`config.mk`:
```
export PLATFORM = sky130hd
export DESIGN_NAME = ctl_port_decoder
export DESIGN_NICKNAME = d
export VERILOG_FILES = /design/src/rtl/ctl_port_pkg.sv /design/src/rtl/ctl_word_decode.sv /design/src/rtl/ctl_setup_latch.sv /design/src/rtl/ctl_reg_file.sv /design/src/rtl/ctl_status.sv /design/src/rtl/ctl_port_decoder.sv
export SDC_FILE = /design/constraint.sdc
export NUM_CORES = 1
export LEC_CHECK = 0
export ABC_AREA = 1
export BUFFER_PORTS_ARGS = -buffer_cell sky130_fd_sc_hd__buf_2
export CORE_MARGIN = 2
export CORE_UTILIZATION = 54
export DETAILED_ROUTE_END_ITERATION = 10
export PLACE_DENSITY = 0.8
export SLEW_MARGIN = 20
export SYNTH_ARGS = -nofsm -noshare
export SYNTH_HDL_FRONTEND = slang
export SYNTH_SLANG_ARGS = --single-unit
```
`constraint.sdc`:
```
create_clock -name clk -period 1.9 [get_ports clk]
set_clock_uncertainty 0.1 [all_clocks]
set_input_delay 0 -clock clk [delete_from_list [all_inputs] [get_ports clk]]
set_output_delay 0 -clock clk [all_outputs]
set_load 0.05 [all_outputs]
```
`src/rtl/ctl_port_pkg.sv`:
```
package ctl_port_pkg;

  typedef enum logic [1:0] {
    W_IDLE   = 2'd0,
    W_REGWR  = 2'd1,
    W_FIRST  = 2'd2,
    W_SECOND = 2'd3
  } wkind_e;

  typedef enum logic [1:0] {
    TGT_NONE  = 2'd0,
    TGT_VRAM  = 2'd1,
    TGT_CRAM  = 2'd2,
    TGT_VSRAM = 2'd3
  } rd_tgt_e;

  localparam int unsigned WORD_W   = 16;
  localparam int unsigned CODE_W   = 6;
  localparam int unsigned IDX_W    = 5;
  localparam int unsigned REG_W    = 8;
  localparam int unsigned LO_ADR_W = 14;

endpackage

```
`src/rtl/ctl_word_decode.sv`:
```
module ctl_word_decode
  import ctl_port_pkg::*;
#(
  parameter int unsigned NREGS = 24
) (
  input  logic              valid,
  input  logic              pending,
  input  logic [WORD_W-1:0] word,
  output wkind_e            kind,
  output logic [IDX_W-1:0]  idx,
  output logic [REG_W-1:0]  val
);

  logic is_reg_pattern;
  logic idx_ok;

  assign is_reg_pattern = (word[15:14] == 2'b10);
  assign idx            = word[12:8];
  assign val            = word[REG_W-1:0];
  assign idx_ok         = ({27'd0, idx} < NREGS);

  always_comb begin
    kind = W_IDLE;
    if (valid) begin
      if (pending)             kind = W_SECOND;
      else if (!is_reg_pattern) kind = W_FIRST;
      else if (idx_ok)          kind = W_REGWR;
      else                      kind = W_IDLE;
    end
  end

endmodule

```
`src/rtl/ctl_setup_latch.sv`:
```
module ctl_setup_latch
  import ctl_port_pkg::*;
(
  input  logic              clk,
  input  logic              rst_n,
  input  wkind_e            kind,
  input  logic [WORD_W-1:0] word,
  input  logic              clr_req,
  output logic              pending,
  output logic [WORD_W-1:0] addr,
  output logic [CODE_W-1:0] code
);

  always_ff @(posedge clk) begin
    if (!rst_n) begin
      pending <= 1'b0;
      addr    <= '0;
      code    <= '0;
    end else begin
      unique case (kind)
        W_FIRST: begin
          pending                <= 1'b1;
          addr[LO_ADR_W-1:0]     <= word[LO_ADR_W-1:0];
          code[1:0]              <= word[15:14];
        end
        W_SECOND: begin
          pending                <= 1'b0;
          addr[WORD_W-1:LO_ADR_W] <= word[1:0];
          code[5:2]              <= word[5:2];
        end
        default: begin
          if (clr_req) pending <= 1'b0;
        end
      endcase
    end
  end

endmodule

```
`src/rtl/ctl_reg_file.sv`:
```
module ctl_reg_file
  import ctl_port_pkg::*;
#(
  parameter int unsigned NREGS = 24
) (
  input  logic             clk,
  input  logic             rst_n,
  input  logic             we,
  input  logic [IDX_W-1:0] widx,
  input  logic [REG_W-1:0] wval,
  input  logic [IDX_W-1:0] ridx,
  output logic [REG_W-1:0] rval,
  output logic             wr_en_q,
  output logic [IDX_W-1:0] wr_idx_q,
  output logic [REG_W-1:0] wr_val_q
);

  logic [REG_W-1:0] regs [NREGS];

  for (genvar g = 0; g < NREGS; g++) begin : g_reg
    always_ff @(posedge clk) begin
      if (!rst_n)                                  regs[g] <= '0;
      else if (we && (widx == IDX_W'(g)))          regs[g] <= wval;
    end
  end

  always_ff @(posedge clk) begin
    if (!rst_n) begin
      wr_en_q  <= 1'b0;
      wr_idx_q <= '0;
      wr_val_q <= '0;
    end else begin
      wr_en_q  <= we;
      if (we) begin
        wr_idx_q <= widx;
        wr_val_q <= wval;
      end
    end
  end

  always_comb begin
    rval = '0;
    for (int i = 0; i < NREGS; i++) begin
      if (ridx == IDX_W'(i)) rval = regs[i];
    end
  end

endmodule

```
`src/rtl/ctl_status.sv`:
```
module ctl_status
  import ctl_port_pkg::*;
(
  input  logic              fifo_empty,
  input  logic              fifo_full,
  input  logic [CODE_W-1:0] code,
  output logic [WORD_W-1:0] stat_word,
  output logic              rd_zero,
  output rd_tgt_e           rd_tgt
);

  localparam logic [WORD_W-1:0] STAT_BASE = 16'h3400;

  always_comb begin
    stat_word    = STAT_BASE;
    stat_word[9] = fifo_empty;
    stat_word[8] = fifo_full;
  end

  assign rd_zero = ~code[0];

  always_comb begin
    unique case (code[3:0])
      4'b0000: rd_tgt = TGT_VRAM;
      4'b1000: rd_tgt = TGT_CRAM;
      4'b0100: rd_tgt = TGT_VSRAM;
      default: rd_tgt = TGT_NONE;
    endcase
  end

endmodule

```
`src/rtl/ctl_port_decoder.sv`:
```
module ctl_port_decoder
  import ctl_port_pkg::*;
#(
  parameter int unsigned NREGS = 24
) (
  input  logic        clk,
  input  logic        rst_n,
  input  logic        ctl_valid,
  output logic        ctl_ready,
  input  logic [15:0] ctl_word,
  input  logic        data_wr,
  input  logic        data_rd,
  input  logic        stat_rd,
  input  logic        fifo_empty,
  input  logic        fifo_full,
  input  logic [4:0]  reg_rd_idx,
  output logic [7:0]  reg_rd_val,
  output logic        reg_wr_en,
  output logic [4:0]  reg_wr_idx,
  output logic [7:0]  reg_wr_val,
  output logic        pending,
  output logic [15:0] acc_addr,
  output logic [5:0]  acc_code,
  output logic [15:0] stat_word,
  output logic        rd_zero,
  output logic [1:0]  rd_tgt
);

  wkind_e           kind;
  logic [IDX_W-1:0] dec_idx;
  logic [REG_W-1:0] dec_val;
  logic             accept;
  logic             clr_req;
  rd_tgt_e          tgt;

  assign ctl_ready = rst_n;
  assign accept    = ctl_valid & ctl_ready;
  assign clr_req   = data_wr | data_rd | stat_rd;

  ctl_word_decode #(.NREGS(NREGS)) u_dec (
    .valid   (accept),
    .pending (pending),
    .word    (ctl_word),
    .kind    (kind),
    .idx     (dec_idx),
    .val     (dec_val)
  );

  ctl_setup_latch u_setup (
    .clk     (clk),
    .rst_n   (rst_n),
    .kind    (kind),
    .word    (ctl_word),
    .clr_req (clr_req),
    .pending (pending),
    .addr    (acc_addr),
    .code    (acc_code)
  );

  ctl_reg_file #(.NREGS(NREGS)) u_regs (
    .clk      (clk),
    .rst_n    (rst_n),
    .we       (kind == W_REGWR),
    .widx     (dec_idx),
    .wval     (dec_val),
    .ridx     (reg_rd_idx),
    .rval     (reg_rd_val),
    .wr_en_q  (reg_wr_en),
    .wr_idx_q (reg_wr_idx),
    .wr_val_q (reg_wr_val)
  );

  ctl_status u_stat (
    .fifo_empty (fifo_empty),
    .fifo_full  (fifo_full),
    .code       (acc_code),
    .stat_word  (stat_word),
    .rd_zero    (rd_zero),
    .rd_tgt     (tgt)
  );

  assign rd_tgt = tgt;

endmodule

```
## Yosys cells after proc, flatten, opt, wreduce, memory -nomap -nowiden

Memories as Yosys holds them, arrays and structs flattened.
Cells that the tools add are included.

| word-level totals | value |
|---|---|
| flip-flop bits (word level) | 37 |
| latch bits | 0 |
| bits in writable memories | 192 |
| bits in read-only memories | 0 |
| bits of input ports | 29 |
| output and inout port bits | 65 |
| logic and storage cells | 246 |
| memories kept | 1 |

| operators by class | value |
|---|---|
| add/sub/neg operators | 0 |
| multiply operators | 0 |
| divide/modulo/power cells | 0 |
| order comparisons | 1 |
| eq/ne operators | 52 |
| shift operators | 0 |
| mux-type cells | 128 |
| bitwise logic cells | 28 |
| reduce and logical (&&, ||, !) cells | 28 |

Memory list:

| name | depth | width | rd ports | clocked after Yosys merged registers in | write ports | line | source |
|---|---|---|---|---|---|---|---|
| u_regs.regs | 24 | 8 | 24 | 0 | 24 | ctl_reg_file.sv:18 | `logic [REG_W-1:0] regs [NREGS];` |

Operators with widths:

| kind | number |
|---|---|
| two-way mux 8 bit | 48 |
| == test 5 x 4 -> 1 bit, second input constant | 16 |
| == test 5 bit, second input constant | 16 |
| two-way mux 1 bit | 75 |
| == test 5 x 3 -> 1 bit, second input constant | 8 |
| bitwise OR 1 bit | 26 |
| logical AND 1 bit | 24 |
| == test 5 x 2 -> 1 bit, second input constant | 4 |
| == test 5 x 1 -> 1 bit, second input constant | 2 |
| logical NOT 5 bit | 2 |
| == test 2 bit, second input constant | 3 |
| two-way mux 2 bit | 3 |
| one-hot mux 2 bit (3 select lines) | 1 |
| < comparator 5 bit, second input constant | 1 |
| == test 4 x 3 -> 1 bit, second input constant | 1 |
| == test 4 bit, second input constant | 1 |
| logical NOT 4 bit | 1 |
| nonzero test 3 bit | 1 |
| == test 2 x 1 -> 1 bit, second input constant | 1 |
| one-hot mux 1 bit (2 select lines) | 1 |
| AND 1 bit | 1 |
| inverter 1 bit | 1 |

## Logic depth before layout (Yosys ltp)

| depth | value |
|---|---|
| depth in word-level cells | 25 |
| gate-level depth with buffers | 18 |

## Modules after synthesis

A second synthesis with hierarchy kept.

| unflattened totals | value |
|---|---|
| cells, all modules | 1170 |
| area, all modules | 10565.1 um^2 |

Modules (own cells, without submodules):

| module | times used | cells each | area an instance (um^2) | sequential area each (um^2) |
|---|---|---|---|---|
| ctl_reg_file | 1 | 979 | 9290.2 | 6045.8 |
| ctl_setup_latch | 1 | 136 | 939.7 | 460.4 |
| ctl_status | 1 | 25 | 157.7 | 0.0 |
| ctl_word_decode | 1 | 22 | 143.9 | 0.0 |
| ctl_port_decoder | 1 | 8 | 33.8 | 0.0 |

## Worst setup path before layout

OpenSTA, ideal clock, no wires.

| timing | value |
|---|---|
| path type | register to register |
| from | register u_setup.pending |
| to | memory u_regs.regs[8][0] (netlist: u_regs.regs[1][0]), enable pin |
| library setup time | 329 ps |
| arrival | 1864 ps |
| path slack | -393 ps |
| cell stages (with the launch flop) | 6 |
| clock period less this slack | 2293 ps |
| cells stage by stage | dfxtp_1 nor2_1 nand2_1 nor4_1 nand2_2 nand2_1 |

RTL lines:

| element | line | source |
|---|---|---|
| start: declaration | ctl_setup_latch.sv:9 | `output logic pending,` |
| start signal: assignment | ctl_setup_latch.sv:16 | `pending <= 1'b0;` |
| start signal: assignment | ctl_setup_latch.sv:22 | `pending <= 1'b1;` |
| start signal: assignment | ctl_setup_latch.sv:27 | `pending <= 1'b0;` |
| end: declaration | ctl_reg_file.sv:18 |  |

==> metrics.md <==
| Metric | Value |
|---|---|
| CP Cell Sequence | `nand2_1 > nand3_2 > nor2_2 > nand4_1 > nand2_1 > nand4_1 > nor2_1 > nand4_1 > nor3_2 > nand4_1 > nand2_1 > nand4_1 > buf_6` |
| Slowest library cell on the worst path | `edfxtp_1` |
| Failing checks | `setup timing` |
| Placed Area | `11,400 um^2` |
| Num CTS Buffers | `25` |
| First-pass DRT Iterations | `7` |
| Largest net degree at the start of global routing | `57` |
| Grt ovf | `0` |
| Synth Area in Simple Gates | `26.3%` |
| Rows | `50` |
| Cells after Synth | `around 1.1k` |
| Final core occ | `68.6%` |
| Max Clock Freq | `~370 MHz` |
| FF+latch area | `about 6500 um^2` |
| Crit Path Class | `reg2out` |
| First-pass GRT wire length | `43,000 um` |
| CP arrival | `2620 ps` |
| XOR/XNOR Fraction of Synth Area | `0%` |
| Post-synthesis cell area | `~10,000 um^2` |
| Total track usage | `between 20% and 30%` |
| Worst r2r dst | `u_regs.regs[2][54]` |
| RR Startpoint | `u_setup.pending` |
| Routed wire per std cell | `18.6 um` |
| GP Congestion | `between 0.9 and 1` |
| Number of synthesis warnings | `0` |
| DRC | `0` |
| Hold Crit Depth | `4` |
| FILL cells | `roughly 1.3k` |
| Max stage delay on crit path | `between 300 and 400 ps` |
| Post-synthesis mux area share | `0%` |
| Average instance area after synthesis | `approximately 9.5 um^2` |
| Critical Path Most Common Cell | `nand4_1` |
| Worst setup margin | `-822 ps` |
| Worst hold slack | `~120 ps` |
| Synth Register Bits | `around 230` |
| Hold Fails Final Rpt | `0` |
| Initial antenna violation count | `0` |
| Total power draw | `about 12,000 uW` |
| CP endpoint kind | `output port` |
| Die H | `around 140 um` |
| Worst reg2reg path depth | `6` |
| CP required | `1800 ps` |
| Worst path bufs/invs | `1` |
| Vias in the first global route | `8,192` |
| Slew @ Worst Pin | `around 870 ps` |
| DP HPWL | `between 15,000 and 20,000 um` |
| Slew HR | `between 40% and 50%` |
| DR vias/cell | `approximately 5.5` |
| Max Transition Viols Final | `0` |
| Design Area, Final | `12,700 um^2` |
| Hold Path End | `u_setup.addr[8]` |
| Initial core utilization | `between 50% and 60%` |
| I/O Buffers | `75` |
| Flop-to-flop setup slack | `roughly 60 ps` |
| Antenna cells | `0` |
| Status | `finished, violations left` |
| Clk buf depth | `3` |
| Crit path launch type | `flip-flop` |
| Synth unique cells | `31` |
| Worst vdd ir | `about 0.95 mV` |
| PwrDens | `919 nW/um^2` |
| Die Area | `slightly below 20,000 um^2` |
| Worst-path clk slew | `about 70 ps` |
| Nets | `roughly 1.3k` |
| Leading cell types in the layout, fill and taps excluded | `nor2_1 (270), nand2_1 (198), edfxtp_1 (192)` |
| Clk sinks | `229` |
| CTS tree | `yes` |
| Static leakage power | `around 0.0054 uW` |
| Register area share after synthesis | `between 60% and 70%` |
| Final Setup Violations | `8` |
| Post-Synth Adder-Cell Area | `0%` |
| Clock Latency Late Sink | `roughly 540 ps` |
| Max-cap violation count | `0` |
| Synth Area in Compound Gates | `3.45%` |
| Fin crit period | `approximately 2700 ps` |
| Crit Path Max Fanout | `1` |
| Via count | `around 8.3k` |
| Clock Tree Root | `clkbuf_16` |
| Final period util | `143%` |
| Top Family by Delay on Critical Path | `simple AND/OR/NAND/NOR gates` |
| Area growth from synthesis to layout | `25.7%` |
| Min-delay src | `rst_n` |
| # H-tree levels | `1` |
| Share of post-route cells with drive strength above 1 | `between 20% and 30%` |
| Final WL | `27,900 um` |
| Hold WC Path Type | `in2reg` |
| RSZ-0062 raised after global routing | `yes` |
| Core footprint | `18,500 um^2` |
| Largest family of logic cells by synthesized area | `simple AND/OR/NAND/NOR gates` |
| Routed Antenna Nets | `0` |
| Die Wd | `~140 um` |
| Area of the multi-input gates | `about 3300 um^2` |
| IO Count | `between 90 and 100` |
| Leading cell type in the layout, fill and taps excluded | `nor2_1` |
| 1st-iter DRT viols | `1,074` |
synthesized netlist by cell type:
cell type | count | area share (%)
nor2_1 | 281 | 10
nand2_1 | 230 | 8.5
edfxtp_1 | 192 | 57
inv_1 | 75 | 2.8
a21oi_1 | 38 | 1.9
dfxtp_1 | 37 | 7.3
nand4_1 | 35 | 2.2
o21ai_0 | 29 | 1.4
clkbuf_1 | 27 | 1.0
nand3_1 | 22 | 1.1
buf_4 | 17 | 1.3
nand2_2 | 13 | 0.80
or2_2 | 12 | 0.74
clkinv_1 | 9 | 0.33
nor3_1 | 9 | 0.45
nor2_4 | 7 | 0.78
nor2_2 | 6 | 0.37
inv_2 | 5 | 0.19
or2_1 | 3 | 0.19
and2_1 | 2 | 0.12
and3_1 | 2 | 0.12
conb_1 | 2 | 0.074
nor4_1 | 2 | 0.12
or2_0 | 2 | 0.12
a211oi_1 | 1 | 0.074
a31oi_1 | 1 | 0.062
buf_1 | 1 | 0.037
buf_6 | 1 | 0.11
inv_4 | 1 | 0.062
nand3_4 | 1 | 0.17
nor3_2 | 1 | 0.099
stage by stage:
step	TNS (ps)	worst slack [ps]	cells
5_1_grt	-6470	-904	1503
2_1_floorplan	0	11.4	1076
6_report	-5380	-822	1503
3_3_place_gp	-2320	-503	1429
3_5_place_dp	-2650	-550	1429
4_1_cts	-5430	-829	1502
worst max-delay path by stage:
stage	from	end	slack, ps	cells past startpoint
floorplan	u_setup.code[0]	rd_tgt[1]	10	3
global placement	reg_rd_idx[0]	reg_rd_val[7]	-500	19
detailed placement	reg_rd_idx[0]	reg_rd_val[7]	-550	19
CTS	u_regs.regs[0][7]	reg_rd_val[7]	-830	13
global route	u_regs.regs[0][7]	reg_rd_val[7]	-900	13
finish	u_regs.regs[0][7]	reg_rd_val[7]	-820	13
state kept, by name (all words and copies together) (netlist names):
| register | count |
|---|---|
| u_regs.regs | 192 |
| u_setup.addr | 16 |
| u_regs.wr_idx_q | 5 |
| u_regs.wr_en_q | 1 |
| u_regs.wr_val_q | 8 |
| u_setup.code | 6 |
| u_setup.pending | 1 |
where the power goes:
part | total, uW | internal, uW | switching [uW]
Clock | 4970 | 2920 | 2060
Sequential | 5620 | 5560 | 55.7
Combinational | 1080 | 284 | 797
cell type report:
cell class / count / area share [%]
Timing Repair Buffer: 193 / 11.0
Multi-Input combinational cell: 711 / 26.1
Tap cell: 234 / 2.30
Sequential cell: 229 / 51.2
Clock buffer: 32 / 5.54
Clock inverter: 14 / 1.11
Inverter: 90 / 2.68
cells by family after synthesis:
kind of cell,count (synthesis)
and+or+nand+nor,628
DFF,229
buffers and inverters,136
AOI/OAI and AO/OA,69
other,2
worst register-to-register path: cells and delay by family (launching register included):
family | cells | cell delay, ps
AND/OR/NAND/NOR | 5 | 880
flip-flops | 1 | 350
buffers and inverters | 1 | 190
layer usage:
metal / up-vias / GRT usage, % / routed length, um
met1: 3927 / 37.2 / 10800
met4: 0 / 10.2 / 950
met3: 75 / 5.13 / 2750
met2: 502 / 46.8 / 13500
li1: 3822 / - / -
met5: - / 0 / 0
repair_timing:
item                                   in CTS  in global routing
setup endpoints to repair                  16                 84
endpoints found under the hold margin      62                  0
gates resized for setup                    39                 17
gates cloned                                0                  0
pin swaps                                   1                  3
hold buffers                               27                  0
setup buffers                               0                  1
Power figures use the tool's default switching activity.
